[config.mk]
export PLATFORM = sky130hd
export DESIGN_NAME = boot_policy_ctrl
export DESIGN_NICKNAME = d
export VERILOG_FILES = /design/src/rtl/boot_policy_pkg.sv /design/src/rtl/boot_pin_sync.sv /design/src/rtl/policy_eval.sv /design/src/rtl/loader_gate.sv /design/src/rtl/boot_policy_ctrl.sv
export SDC_FILE = /design/constraint.sdc
export NUM_CORES = 1
export LEC_CHECK = 0
export ABC_AREA = 1
export ABC_CLOCK_PERIOD_IN_PS = 2400
export BUFFER_PORTS_ARGS = -buffer_cell sky130_fd_sc_hd__buf_2
export CORE_UTILIZATION = 47
export CTS_BUF_LIST = sky130_fd_sc_hd__clkbuf_4
export CTS_CLUSTER_SIZE = 30
export DETAILED_ROUTE_END_ITERATION = 8
export HOLD_SLACK_MARGIN = 0.08
export MAX_ROUTING_LAYER = met4
export PLACE_DENSITY = 0.9
export SLEW_MARGIN = 40
export SYNTH_ARGS = -nofsm -noshare
export SYNTH_HDL_FRONTEND = slang
export SYNTH_SLANG_ARGS = --single-unit
[constraint.sdc]
create_clock -name clk -period 2.4 [get_ports clk]
set_input_delay 0.12 -clock clk [delete_from_list [all_inputs] [get_ports clk]]
set_output_delay 0.12 -clock clk [all_outputs]
set_load 0.02 [all_outputs]
[src/rtl/boot_policy_pkg.sv]
// Shared types for the boot access policy controller.
// Assumes: the default write-protect word spells "NoWr" in ASCII, most significant byte first.
package boot_policy_pkg;
    localparam logic [31:0] NOWR_WORD = 32'h4E6F5772;

    typedef enum logic [1:0] {
        ST_IDLE   = 2'd0,
        ST_DECIDE = 2'd1,
        ST_ACTIVE = 2'd2
    } bp_state_e;

    typedef struct packed {
        logic debug_en;
        logic flash_open;
        logic user_run;
        logic dl_mode;
    } bp_policy_t;

    typedef struct packed {
        logic run;
        logic full;
        logic deny;
        logic flash_open;
    } bp_grant_t;
endpackage

[src/rtl/boot_pin_sync.sv]
// Multi-flop synchronizer for the asynchronous boot-select pin.
// Assumes: STAGES >= 2. The chain resets to 1 (run user code) until the pin propagates.
module boot_pin_sync #(
    parameter int STAGES = 2
) (
    input  logic clk,
    input  logic rst_n,
    input  logic pin_i,
    output logic pin_o
);
    logic [STAGES-1:0] chain_q;

    // shift the pin through the synchronizer chain
    always_ff @(posedge clk) begin
        if (!rst_n) chain_q <= '1;
        else        chain_q <= {chain_q[STAGES-2:0], pin_i};
    end

    assign pin_o = chain_q[STAGES-1];
endmodule

[src/rtl/policy_eval.sv]
// Combinational evaluation of the reset-time access policy.
// Assumes: the inputs are stable while the controller is in its decision state.
module policy_eval
    import boot_policy_pkg::*;
#(
    parameter int          WORD_W  = 32,
    parameter logic [WORD_W-1:0] LOCK_WORD = WORD_W'(NOWR_WORD)
) (
    input  logic              blank_i,
    input  logic              hash_ones_i,
    input  logic              hash_crc_ok_i,
    input  logic              crc_en_i,
    input  logic              crc_ok_i,
    input  logic [WORD_W-1:0] wp_word_i,
    input  logic              pin_high_i,
    output bp_policy_t        pol_o,
    output logic              wp_lock_o
);
    logic crc_bad;
    logic prot_on;

    // derive the individual conditions
    always_comb begin
        crc_bad   = crc_en_i & ~crc_ok_i;
        prot_on   = ~(hash_ones_i & hash_crc_ok_i);
        wp_lock_o = (wp_word_i == LOCK_WORD);
    end

    // select the policy: a blank device overrides every check
    always_comb begin
        if (blank_i) begin
            pol_o.debug_en   = 1'b1;
            pol_o.flash_open = 1'b1;
            pol_o.user_run   = 1'b0;
            pol_o.dl_mode    = 1'b1;
        end else begin
            pol_o.debug_en   = (~prot_on | crc_bad) & ~wp_lock_o;
            pol_o.flash_open = ~crc_bad;
            pol_o.user_run   = ~crc_bad & pin_high_i;
            pol_o.dl_mode    = ~pin_high_i;
        end
    end
endmodule

[src/rtl/loader_gate.sv]
// Maps a key-authentication result to the rights of the downloaded loader.
// Assumes: only used while the controller is in downloader mode.
module loader_gate
    import boot_policy_pkg::*;
(
    input  logic      pass_i,
    input  logic      wp_lock_i,
    output bp_grant_t grant_o
);
    // pass gives full rights; a fail is softened only without write protect
    always_comb begin
        grant_o.run        = pass_i | ~wp_lock_i;
        grant_o.full       = pass_i;
        grant_o.deny       = ~pass_i & wp_lock_i;
        grant_o.flash_open = pass_i;
    end
endmodule

[src/rtl/boot_policy_ctrl.sv]
// Reset-time secure boot access policy controller (top).
// Waits for the pin synchronizer to settle and for valid parameters. It then
// captures the pin once, registers the policy and raises done. After that it
// applies mass-erase and loader-authentication events.
// Assumes: synchronous active-low reset; parameter inputs are held stable while params_valid_i is high.
module boot_policy_ctrl
    import boot_policy_pkg::*;
#(
    parameter int                WORD_W      = 32,
    parameter int                SYNC_STAGES = 2,
    parameter logic [WORD_W-1:0] LOCK_WORD   = WORD_W'(NOWR_WORD)
) (
    input  logic              clk,
    input  logic              rst_n,
    input  logic              params_valid_i,
    input  logic              flash_blank_i,
    input  logic              hash_ones_i,
    input  logic              hash_crc_ok_i,
    input  logic              code_crc_en_i,
    input  logic              code_crc_ok_i,
    input  logic [WORD_W-1:0] wp_word_i,
    input  logic              boot_pin_i,
    input  logic              mass_erase_done_i,
    input  logic              auth_valid_i,
    input  logic              auth_pass_i,
    output logic              debug_en_o,
    output logic              flash_open_o,
    output logic              mass_erase_ok_o,
    output logic              dl_mode_o,
    output logic              user_run_o,
    output logic              ldr_run_o,
    output logic              ldr_full_o,
    output logic              ldr_deny_o,
    output logic              done_o
);
    localparam int CNT_W = $clog2(SYNC_STAGES + 1);

    bp_state_e  state_q;
    logic [CNT_W-1:0] settle_q;
    logic       pin_sync;
    logic       pin_cap_q;
    bp_policy_t pol_d;
    bp_policy_t pol_q;
    logic       wp_lock_d;
    logic       wp_lock_q;
    bp_grant_t  grant_d;
    logic       flash_q;
    logic       run_q, full_q, deny_q;
    logic       auth_seen_q;
    logic       done_q;

    boot_pin_sync #(.STAGES(SYNC_STAGES)) u_sync (
        .clk   (clk),
        .rst_n (rst_n),
        .pin_i (boot_pin_i),
        .pin_o (pin_sync)
    );

    policy_eval #(.WORD_W(WORD_W), .LOCK_WORD(LOCK_WORD)) u_eval (
        .blank_i       (flash_blank_i),
        .hash_ones_i   (hash_ones_i),
        .hash_crc_ok_i (hash_crc_ok_i),
        .crc_en_i      (code_crc_en_i),
        .crc_ok_i      (code_crc_ok_i),
        .wp_word_i     (wp_word_i),
        .pin_high_i    (pin_cap_q),
        .pol_o         (pol_d),
        .wp_lock_o     (wp_lock_d)
    );

    loader_gate u_gate (
        .pass_i    (auth_pass_i),
        .wp_lock_i (wp_lock_q),
        .grant_o   (grant_d)
    );

    // sequencing: settle, capture the pin, decide, then stay active
    always_ff @(posedge clk) begin
        if (!rst_n) begin
            state_q   <= ST_IDLE;
            settle_q  <= '0;
            pin_cap_q <= 1'b1;
            done_q    <= 1'b0;
        end else begin
            case (state_q)
                ST_IDLE: begin
                    if (settle_q != CNT_W'(SYNC_STAGES)) begin
                        settle_q <= settle_q + 1'b1;
                    end else if (params_valid_i) begin
                        pin_cap_q <= pin_sync;
                        state_q   <= ST_DECIDE;
                    end
                end
                ST_DECIDE: begin
                    done_q  <= 1'b1;
                    state_q <= ST_ACTIVE;
                end
                default: state_q <= ST_ACTIVE;
            endcase
        end
    end

    // policy registers: load at decision, then apply later events
    always_ff @(posedge clk) begin
        if (!rst_n) begin
            pol_q       <= '0;
            wp_lock_q   <= 1'b0;
            flash_q     <= 1'b0;
            run_q       <= 1'b0;
            full_q      <= 1'b0;
            deny_q      <= 1'b0;
            auth_seen_q <= 1'b0;
        end else if (state_q == ST_DECIDE) begin
            pol_q     <= pol_d;
            wp_lock_q <= wp_lock_d;
            flash_q   <= pol_d.flash_open;
        end else if (state_q == ST_ACTIVE) begin
            if (auth_valid_i && pol_q.dl_mode && !auth_seen_q) begin
                run_q       <= grant_d.run;
                full_q      <= grant_d.full;
                deny_q      <= grant_d.deny;
                flash_q     <= grant_d.flash_open;
                auth_seen_q <= 1'b1;
            end
            if (mass_erase_done_i) flash_q <= 1'b1;
        end
    end

    assign debug_en_o      = pol_q.debug_en;
    assign flash_open_o    = flash_q;
    assign mass_erase_ok_o = done_q;
    assign dl_mode_o       = pol_q.dl_mode;
    assign user_run_o      = pol_q.user_run;
    assign ldr_run_o       = run_q;
    assign ldr_full_o      = full_q;
    assign ldr_deny_o      = deny_q;
    assign done_o          = done_q;
endmodule

==> results of run 1 <==
[synthesized netlist by cell type, drive strengths merged]
| cell | n | area [um^2] |
|---|---|---|
| a211oi | 2 | 15.01 |
| a21oi | 10 | 50.05 |
| buf | 2 | 18.77 |
| clkinv | 1 | 3.750 |
| dfxtp | 17 | 340.3 |
| ha | 4 | 50.05 |
| inv | 22 | 82.58 |
| nand2 | 32 | 120.1 |
| nand3 | 1 | 5.000 |
| nor2 | 21 | 78.83 |
| o21a | 1 | 7.510 |
| o21ai | 11 | 58.81 |
| or2 | 3 | 21.27 |
[stage by stage]
step	hold WS, ns	instance area (um^2)	setup slack, ns	total power (uW)	utilization (%)
after floorplan	0.2266	852.1	1.035	538.8	-
after global placement	0.3055	1125	1.010	603.0	65.86
after detailed placement	0.3134	1125	0.9380	619.1	65.86
after CTS	0.1077	1165	0.9208	780.9	68.21
after global routing	0.1212	1165	0.7545	831.5	68.21
final	0.1171	1165	0.9116	772.4	68.21
[how the worst max path moves through the flow]
stage	from	to	slack (ns)	cells past startpoint
after floorplan	state_q[1]	flash_open_o	1.03	8
after global placement	state_q[1]	flash_open_o	1.01	7
after detailed placement	state_q[1]	flash_open_o	0.94	7
after CTS	state_q[1]	flash_open_o	0.92	7
after global routing	state_q[1]	flash_open_o	0.75	9
final	state_q[1]	flash_open_o	0.91	7
[layout make-up]
type | count | share of cell area (%)
flip-flops and latches | 17 | 29.22
well taps | 25 | 2.685
repair buffers | 53 | 23.20
clock buffers | 4 | 2.578
inverters | 23 | 7.411
multi-input cells | 85 | 34.91
[report_power, final]
part / internal, uW / switching, uW
clock: 75.8 / 81.3
combinational: 110 / 151
sequential: 331 / 23.5
total: 517 / 255
[kinds of logic (layout without fill, tap and decap cells)]
kind of cell / after synthesis / in the layout / synth area share (%)
fa+ha+maj: 4 / 4 / 5.874
compound gates: 24 / 24 / 15.42
simple gates: 57 / 57 / 26.43
flops: 17 / 17 / 39.94
buf+inv: 25 / 80 / 12.33
[worst max-delay path, cell delays in order, from the launching register on]
cell and delay [ns]:
dfxtp_1 0.35, inv_1 0.08, ha_1 0.29, or2_4 0.29, o21ai_0 0.16, nor2_1 0.06, a21oi_1 0.11, nor2_1 0.05
[metal layers]
metal  vias to the layer above  GRT usage [%]  wire, um
li1                        498              -         -
met1                       418          25.31       782
met2                        12          41.18      1079
met3                         0          7.755        68
met4                         0          5.455         0
met5                         -              -         0
[timing repair]
item / in CTS / in global routing
hold buffers: 1 / 0
endpoints found under the hold margin: 1 / 0
resized for setup: 0 / 0
==> impl_metrics.ini, run 1 <==
[final_layout]
biggestRegsByFlops = settle_q: 2 flops, state_q: 2 flops, u_sync.chain_q: 2 flops
instances_no_fill = 207
layout-drive-gt1-share_pct = 32.97
layout.filler_cells = 158
sequential_cell_area_um2 = 340.3
antenna_cells_inserted = 0
layout_commonest_cell = buf_2
combined_area_of_the_multi_input_logic_cells_um2 = 406.6
mostFrequentLayoutCells = 52 x buf_2, 32 x nand2_1, 22 x inv_1
final_net_count = 231
area_delta_synth_final_pct = 36.71

[cts]
cts_tree = yes
clock_latency_ns = 0.28
ctsRootBufferMaster = clkbuf_4
post-cts-setup-buffer-count = 0
clock_tree.htree_level_count = 1
clockBufferDepth = 2
cts_num_sinks = 17
clkSlewWorstSetupHoldPaths_ns = 0.09
cts-buffers-inserted = 3

[job]
max_cap_viols = 0

[worst_setup_path]
worst_setup_path_end_kind = flop
number_of_cells_on_the_worst_reg_to_reg_path = 7
required_ns = 2.58
worst-path-max-fanout = 10
worstReg2RegStart = state_q[1]
r2r_end = flash_open_o
setup.worst_path.start_class = flop
arrival_time_of_data_at_the_critical_path_endpoint_ns = 1.66
worst-setup-path-type = reg -> reg
r2r_setup_slack_ns = 0.91

[synthesis]
yosys.cell_types.count = 16
synth.yosys.warnings = 0
synth.net_count = 175
synthesis.area_um2 = 852.1
synth.ff_latch_count = 17
seq_total_area_yosys_pct = 39.94
syn-mean-instance-area_um2 = 6.709
synthesis.instances = 127

[sta]
setup-tns-final_ns = 0
rsz_0062_raised_after_global_routing = false
maxSlewHeadroom_pct = 80.92
layout_worst_path_cycle_share_pct = 62.01
finalCriticalPeriod_ns = 1.488
max_freq_mhz = 671.9
clock_skew_ns = 0.005830
final_count_of_hold_timing_violations = 0
slew_viol_final = 0
worst-slew-pin-transition_ns = 0.2861
setup_viol = 0

[placement]
hpwlAfterDp_mm = 1.673
place.port_buffers = 52
post-place-cells = 202
place.gp.congestion = 0.7760

[grt]
grt.total_usage_pct = 23.41
antenna_found_initial = 0
first_pass_grt_wire_length_mm = 3.360
grt_remaining_overflow = 0
grt_start_max_net_pins = 11
first_global_vias = 887

[die]
boundaryPins = 53
core_region_area_um2 = 1708
dieWidth_um = 44.58
fp.dieH_um = 44.58
design.die.area_um2 = 1987
num_rows = 15
start_util_pct = 49.89

[route]
first_pass_iters = 4
routedWlPerCell_um = 9.324
num_vias = 928
route.final.wire_length_mm = 1.930
antenna_left = 0
via_per_inst = 4.483
drt_first_iter_violations = 13
remaining_drc_errors = 0

[worst_hold_path]
whs_path_depth = 3
worst_hold_startpoint = params_valid_i
worst_hold_path.endpoint = state_q[0]
holdCritPathClass = in -> reg

[pwr]
static-leakage-power_uw = 0.0006631
power_density_nw_per_um2 = 663.1
power.ir.vdd_worst_v = 0.0005940

[outcome]
run_status = finished clean
(Power assumes the default switching activity.)
==> run 2: changes to the inputs <==
--- a/config.mk
+++ b/config.mk
@@ -5,16 +5,16 @@
 export SDC_FILE = /design/constraint.sdc
 export NUM_CORES = 1
 export LEC_CHECK = 0
-export ABC_AREA = 1
-export ABC_CLOCK_PERIOD_IN_PS = 2400
+export ABC_AREA = 0
+export ABC_CLOCK_PERIOD_IN_PS = 1300
 export BUFFER_PORTS_ARGS = -buffer_cell sky130_fd_sc_hd__buf_2
-export CORE_UTILIZATION = 47
+export CORE_UTILIZATION = 38
 export CTS_BUF_LIST = sky130_fd_sc_hd__clkbuf_4
 export CTS_CLUSTER_SIZE = 30
 export DETAILED_ROUTE_END_ITERATION = 8
 export HOLD_SLACK_MARGIN = 0.08
 export MAX_ROUTING_LAYER = met4
-export PLACE_DENSITY = 0.9
+export PLACE_DENSITY = 0.79
 export SLEW_MARGIN = 40
 export SYNTH_ARGS = -nofsm -noshare
 export SYNTH_HDL_FRONTEND = slang
==> constraint.sdc (replaced) <==
create_clock -name clk -period 1.3 [get_ports clk]
set_input_delay 0.065 -clock clk [delete_from_list [all_inputs] [get_ports clk]]
set_output_delay 0.065 -clock clk [all_outputs]
set_load 0.02 [all_outputs]
==> run 2 against run 1 <==
  * Cell count shrank 18%
  * Worst setup slack got worse by 0.89 ns
  * Clock skew is 0.0035 ns lower
  * Non-clock buffer count increased by 5
  * Critical path type unchanged
  * Final area is 1.9% higher
  * Synthesized cell count is 34% lower
  * Die area rose by 17%
  * Sequential share of layout area is 0.34 points lower
  * Clock-buffer cell count is 1 lower
  * First-iteration DRC count is 69% lower
==> impl_metrics.ini, run 2 <==
[worst_setup_path]
slowest_delay_ns = 0.36
critical-path-slowest-cell = dfxtp_2
worst-setup-path-type = reg -> reg
r2r_end = flash_open_o
r2r_setup_slack_ns = 0.02
required_ns = 1.48
number_of_cells_on_the_worst_reg_to_reg_path = 6
worstReg2RegStart = state_q[1]
crit_start = state_q[1]
worst_setup_path_end_kind = flop
setup.worst_path.start_class = flop
worst-path-max-fanout = 4
cp_cell_sequence = inv_2 -> ha_4 -> or3_1 -> o31a_1 -> mux2i_1 -> nor2b_1
arrival_time_of_data_at_the_critical_path_endpoint_ns = 1.46

[die]
boundaryPins = 53
dieWidth_um = 48.23
fp.dieH_um = 48.23
core_region_area_um2 = 1982
design.die.area_um2 = 2326
start_util_pct = 40.97
num_rows = 16

[job]
max_cap_viols = 0

[grt]
grt_start_max_net_pins = 19
first_global_vias = 634
grt.total_usage_pct = 15.50
antenna_found_initial = 0
grt_remaining_overflow = 0
first_pass_grt_wire_length_mm = 2.484

[cts]
ctsRootBufferMaster = clkbuf_4
clkSlewWorstSetupHoldPaths_ns = 0.10
clockBufferDepth = 2
clock_tree.htree_level_count = 1
cts_tree = yes
post-cts-setup-buffer-count = 0
clock_latency_ns = 0.28
cts-buffers-inserted = 3
cts_num_sinks = 17

[sta]
setup-tns-final_ns = 0
worst-slew-pin-transition_ns = 0.2690
maxSlewHeadroom_pct = 81.91
slew_viol_final = 0
layout_worst_path_cycle_share_pct = 98.16
finalCriticalPeriod_ns = 1.276
final_count_of_hold_timing_violations = 0
setup_viol = 0
clock_skew_ns = 0.002343
max_freq_mhz = 783.7
rsz_0062_raised_after_global_routing = true
final.setup.worst_slack_ns = 0.02395

[final_layout]
layout_commonest_cell = buf_2
postLayoutCoreUtil_pct = 59.91
layout-drive-gt1-share_pct = 45.77
layout.filler_cells = 178
area_delta_synth_final_pct = 46.23
biggestRegsByFlops = settle_q: 2 flops, state_q: 2 flops, u_sync.chain_q: 2 flops
post-route-cell-area_um2 = 1187
final_net_count = 191
antenna_cells_inserted = 0
mostFrequentLayoutCells = 52 x buf_2, 15 x dfxtp_1, 9 x nand2_1

[synthesis]
syn-mean-instance-area_um2 = 9.667
synthesis.area_um2 = 812.0
synth_top_cells_by_area = dfxtp_1 42%, ha_1 6.2%, nand2_1 4.2%
synth.net_count = 132
synth_ff_type = dfxtp_1
synth.ff_latch_count = 17
synth_most_common_cell = dfxtp_1
synth_top_cells_by_count = 17 x dfxtp_1, 9 x nand2_1
yosys.cell_types.count = 32
synth.yosys.warnings = 0
netlist.area_leader.share_pct = 41.91
synth_edf_count = 0
seq_total_area_yosys_pct = 41.91
yosysTopAreaCell = dfxtp_1
synth-async-reset-ratio_pct = 0
synthesis.instances = 84

[route]
first_pass_iters = 3
drt_first_iter_violations = 4
routedWlPerCell_um = 9.982
remaining_drc_errors = 0
num_vias = 791
via_per_inst = 4.680
route.final.wire_length_mm = 1.687
antenna_left = 0

[worst_hold_path]
whs_path_depth = 2
holdCritPathClass = in -> reg
worst_hold_startpoint = rst_n
worst_hold_path.endpoint = pin_cap_q

[placement]
hpwlAfterDp_mm = 1.380
place.port_buffers = 52
placement.cell_area_um2 = 1116
post-place-ws_ns = -0.1704
place.gp.congestion = 0.7445

[outcome]
run_status = finished clean

[pwr]
power_uw = 1377
power_density_nw_per_um2 = 1160
static-leakage-power_uw = 0.0005860
power.ir.vdd_worst_v = 0.0006271
-- run 2: cell type report --
type | count | area [um^2] | area share (%)
flip-flops and latches | 17 | 342.8 | 28.87
clock inverters | 1 | 5.005 | 0.4215
inverters | 4 | 15.01 | 1.264
clock buffers | 3 | 22.52 | 1.897
well taps | 27 | 33.78 | 2.845
repair buffers | 58 | 315.3 | 26.55
multi-input cells | 59 | 452.9 | 38.15
-- run 2: stage by stage --
step                cells  hold WS [ns]
floorplan              84        0.1380
global placement      161        0.2439
detailed placement    161        0.2510
CTS                   169       0.08548
global route          169       0.09466
finish                169       0.08666
-- run 2: how the worst max path moves through the flow --
stage,cells after the start,end,slack [ns]
final,6,flash_open_o,0.02
after global routing,6,flash_open_o,-0.06
after CTS,6,flash_open_o,0.03
after detailed placement,5,debug_en_o,-0.17
after global placement,5,debug_en_o,-0.12
after floorplan,7,flash_open_o,-0.02
-- run 2: cells by family after synthesis --
family	share of synthesized area, %
AND/OR/NAND/NOR	28.35
flip-flops	41.91
AO/OA/AOI/OAI	14.64
buffers and inverters	4.160
adder cells (fa/ha/maj)	6.164
multiplexers	3.698
XOR/XNOR	1.079
-- run 2: metal layers --
metal | vias up | track usage (%) | routed length (um)
li1 | 414 | - | -
met1 | 347 | 20.85 | 762
met2 | 28 | 22.93 | 832
met3 | 2 | 2.222 | 79
met4 | 0 | 6.667 | 12
met5 | - | - | 0
-- run 2: repair_timing --
action,in CTS,in global routing
hold buffers,4,0
endpoints found under the setup margin,0,4
endpoints found under the hold margin,4,0
gates resized for setup,0,2
-- run 2: critical path: cells and delay by family (launching register included) --
family,cells,cell delay (ns)
simple gates,2,0.37
flops,1,0.36
fa+ha+maj,1,0.16
mux,1,0.12
compound gates,1,0.11
buf+inv,1,0.05
-- run 2: where the power goes --
group	internal, uW	switching (uW)	leakage (uW)
logic	241	228	0.000429
clock network	114	162	0.0000177
registers	595	37.0	0.000139
==> run 3: changes to the inputs <==
--- a/config.mk
+++ b/config.mk
@@ -8,13 +8,15 @@
 export ABC_AREA = 0
 export ABC_CLOCK_PERIOD_IN_PS = 1300
 export BUFFER_PORTS_ARGS = -buffer_cell sky130_fd_sc_hd__buf_2
-export CORE_UTILIZATION = 38
+export CELL_PAD_IN_SITES_DETAIL_PLACEMENT = 1
+export CELL_PAD_IN_SITES_GLOBAL_PLACEMENT = 1
+export CORE_UTILIZATION = 27
 export CTS_BUF_LIST = sky130_fd_sc_hd__clkbuf_4
 export CTS_CLUSTER_SIZE = 30
 export DETAILED_ROUTE_END_ITERATION = 8
 export HOLD_SLACK_MARGIN = 0.08
 export MAX_ROUTING_LAYER = met4
-export PLACE_DENSITY = 0.79
+export PLACE_DENSITY = 0.8
 export SLEW_MARGIN = 40
 export SYNTH_ARGS = -nofsm -noshare
 export SYNTH_HDL_FRONTEND = slang
==> run 3 against run 2 <==
  * The flow now finishes with violations (design-rule violations)
  * Sequential share of layout area shrank 1.0 points
  * Clock-buffer cell count grew 1
  * Register-to-register slack is essentially flat
  * Core utilization shrank 16 points
  * Clock skew shrank 0.00076 ns
  * Via count grew 7.7%
  * Final area grew 3.7%
  * First-iteration DRC count grew to 2.8 times the previous value
  * Critical path depth is the same
  * Fmax shrank 0.69%
==> impl_metrics.ini, run 3 (same netlist as run 2, synthesis figures left out) <==
[route]
via_per_inst = 4.814
drt_first_iter_violations = 11
routedWlPerCell_um = 11.82
first_pass_iters = 6
remaining_drc_errors = 5
num_vias = 852
antenna_left = 0
route.final.wire_length_mm = 2.093

[sta]
setup-tns-final_ns = 0
finalCriticalPeriod_ns = 1.285
slew_viol_final = 0
worst-slew-pin-transition_ns = 0.3207
layout_worst_path_cycle_share_pct = 98.84
final.setup.worst_slack_ns = 0.01513
max_freq_mhz = 778.3
maxSlewHeadroom_pct = 78.33
setup_viol = 0
fin_worst_hold_slack_ns = 0.1147
rsz_0062_raised_after_global_routing = true
clock_skew_ns = 0.001586
final_count_of_hold_timing_violations = 0

[grt]
first_pass_grt_wire_length_mm = 3.443
grt_start_max_net_pins = 12
grt_remaining_overflow = 0
antenna_found_initial = 0
first_global_vias = 906
grt.total_usage_pct = 14.25

[outcome]
run_status = complete, but fails checks
failed_checks = design-rule violations

[placement]
place.port_buffers = 52
hpwlAfterDp_mm = 1.739
place.gp.congestion = 0.7107
placement.cell_area_um2 = 1129
post-place-ws_ns = -0.1656

[final_layout]
biggestRegsByFlops = settle_q: 2 flops, state_q: 2 flops, u_sync.chain_q: 2 flops
sequential_cell_area_um2 = 342.8
layout_commonest_cell = buf_2
layout-drive-gt1-share_pct = 46.58
postLayoutCoreUtil_pct = 43.89
layout.filler_cells = 345
final_net_count = 195
antenna_cells_inserted = 0
combined_area_of_the_multi_input_logic_cells_um2 = 454.2
area_delta_synth_final_pct = 51.62
post-route-cell-area_um2 = 1231
mostFrequentLayoutCells = 52 x buf_2, 15 x dfxtp_1, 9 x nand2_1

[worst_setup_path]
r2r_setup_slack_ns = 0.02
worst_setup_path_end_kind = flop
worstReg2RegStart = state_q[1]
number_of_cells_on_the_worst_reg_to_reg_path = 6
cp_cell_sequence = inv_2 -> ha_4 -> or3_1 -> o31a_1 -> mux2i_1 -> nor2b_1
cell_class_contributing_the_biggest_share_of_worst_path_delay = simple AND/OR/NAND/NOR gates
worst-path-buf-inv = 1
worst-path-stages = 6
arrival_time_of_data_at_the_critical_path_endpoint_ns = 1.48
slowest_delay_ns = 0.36
required_ns = 1.49
worst-path-max-fanout = 6
critical-path-slowest-cell = dfxtp_2
setup.worst_path.start_class = flop
r2r_end = flash_open_o
worst-setup-path-type = reg -> reg

[pwr]
power.ir.vdd_worst_v = 0.0003481
static-leakage-power_uw = 0.0006052
power_density_nw_per_um2 = 1168

[die]
num_rows = 19
dieWidth_um = 56.84
design.die.area_um2 = 3231
boundaryPins = 53
fp.dieH_um = 56.84
core_region_area_um2 = 2805
start_util_pct = 28.95

[worst_hold_path]
holdCritPathClass = in -> reg
whs_path_depth = 4
worst_hold_path.endpoint = wp_lock_q
worst_hold_startpoint = wp_word_i[3]

[cts]
clock_tree.htree_level_count = 1
clock_latency_ns = 0.29
clkSlewWorstSetupHoldPaths_ns = 0.10
ctsRootBufferMaster = clkbuf_4
cts_num_sinks = 17
clockBufferDepth = 2
cts_tree = yes
cts-buffers-inserted = 3

[job]
max_cap_viols = 0
-- run 3: cell types whose count changed in the layout (fill, tap and decap cells not counted) --
cell	before	now
a21boi_1	0	1
and2_2	0	1
a21boi_0	3	2
clkinv_2	1	0
dlygate4sd3_1	4	6
and2_1	2	1
clkbuf_4	3	4
buf_4	2	4
-- run 3: timing repair --
item | 4_1_cts | 5_1_grt
buffers inserted | 0 | 1
endpoints found under the setup margin | 2 | 6
hold buffers | 6 | 0
cloned | 0 | 0
hold endpoints to repair | 6 | 0
pin swaps | 0 | 1
gates resized for setup | 1 | 3
-- run 3: tightest hold or removal path, cell delays in order --
cell	delay [ns]
buf_2	0.08
nor4_1	0.04
nand4_1	0.09
o21ai_0	0.08
-- run 3: layer usage --
layer	part of all wire, %	global-route usage, %	routed length [um]
met1	38	12.36	792
met2	53	28.57	1102
met3	8.8	4.378	185
met4	0.57	4.530	12
met5	0	-	0
-- run 3: where the power goes --
group	total [uW]	switching, uW	internal (uW)
sequential	636	40.9	595
clock	304	164	140
combinational	498	244	254
total	1440	449	990
-- run 3: through the flow --
stage,total power [uW],instances
6_report,1438,177
5_1_grt,1546,177
4_1_cts,1454,176
3_5_place_dp,1124,166
3_3_place_gp,1084,166
2_1_floorplan,953.0,84
-- run 3: worst max-delay path by stage --
stage / endpoint / slack, ns / startpoint
after floorplan: flash_open_o / -0.02 / state_q[1]
after global placement: debug_en_o / -0.12 / wp_word_i[29]
after detailed placement: debug_en_o / -0.17 / wp_word_i[29]
after CTS: flash_open_o / 0.003 / state_q[1]
after global routing: flash_open_o / -0.08 / state_q[1]
final: flash_open_o / 0.02 / state_q[1]
-- run 3: area by class of cell --
type	instances	area share, %
timing repair buffer	62	28.46
inverter	4	1.220
sequential	17	27.85
tap	31	3.150
multi-input combinational	59	36.89
clock buffer	4	2.439
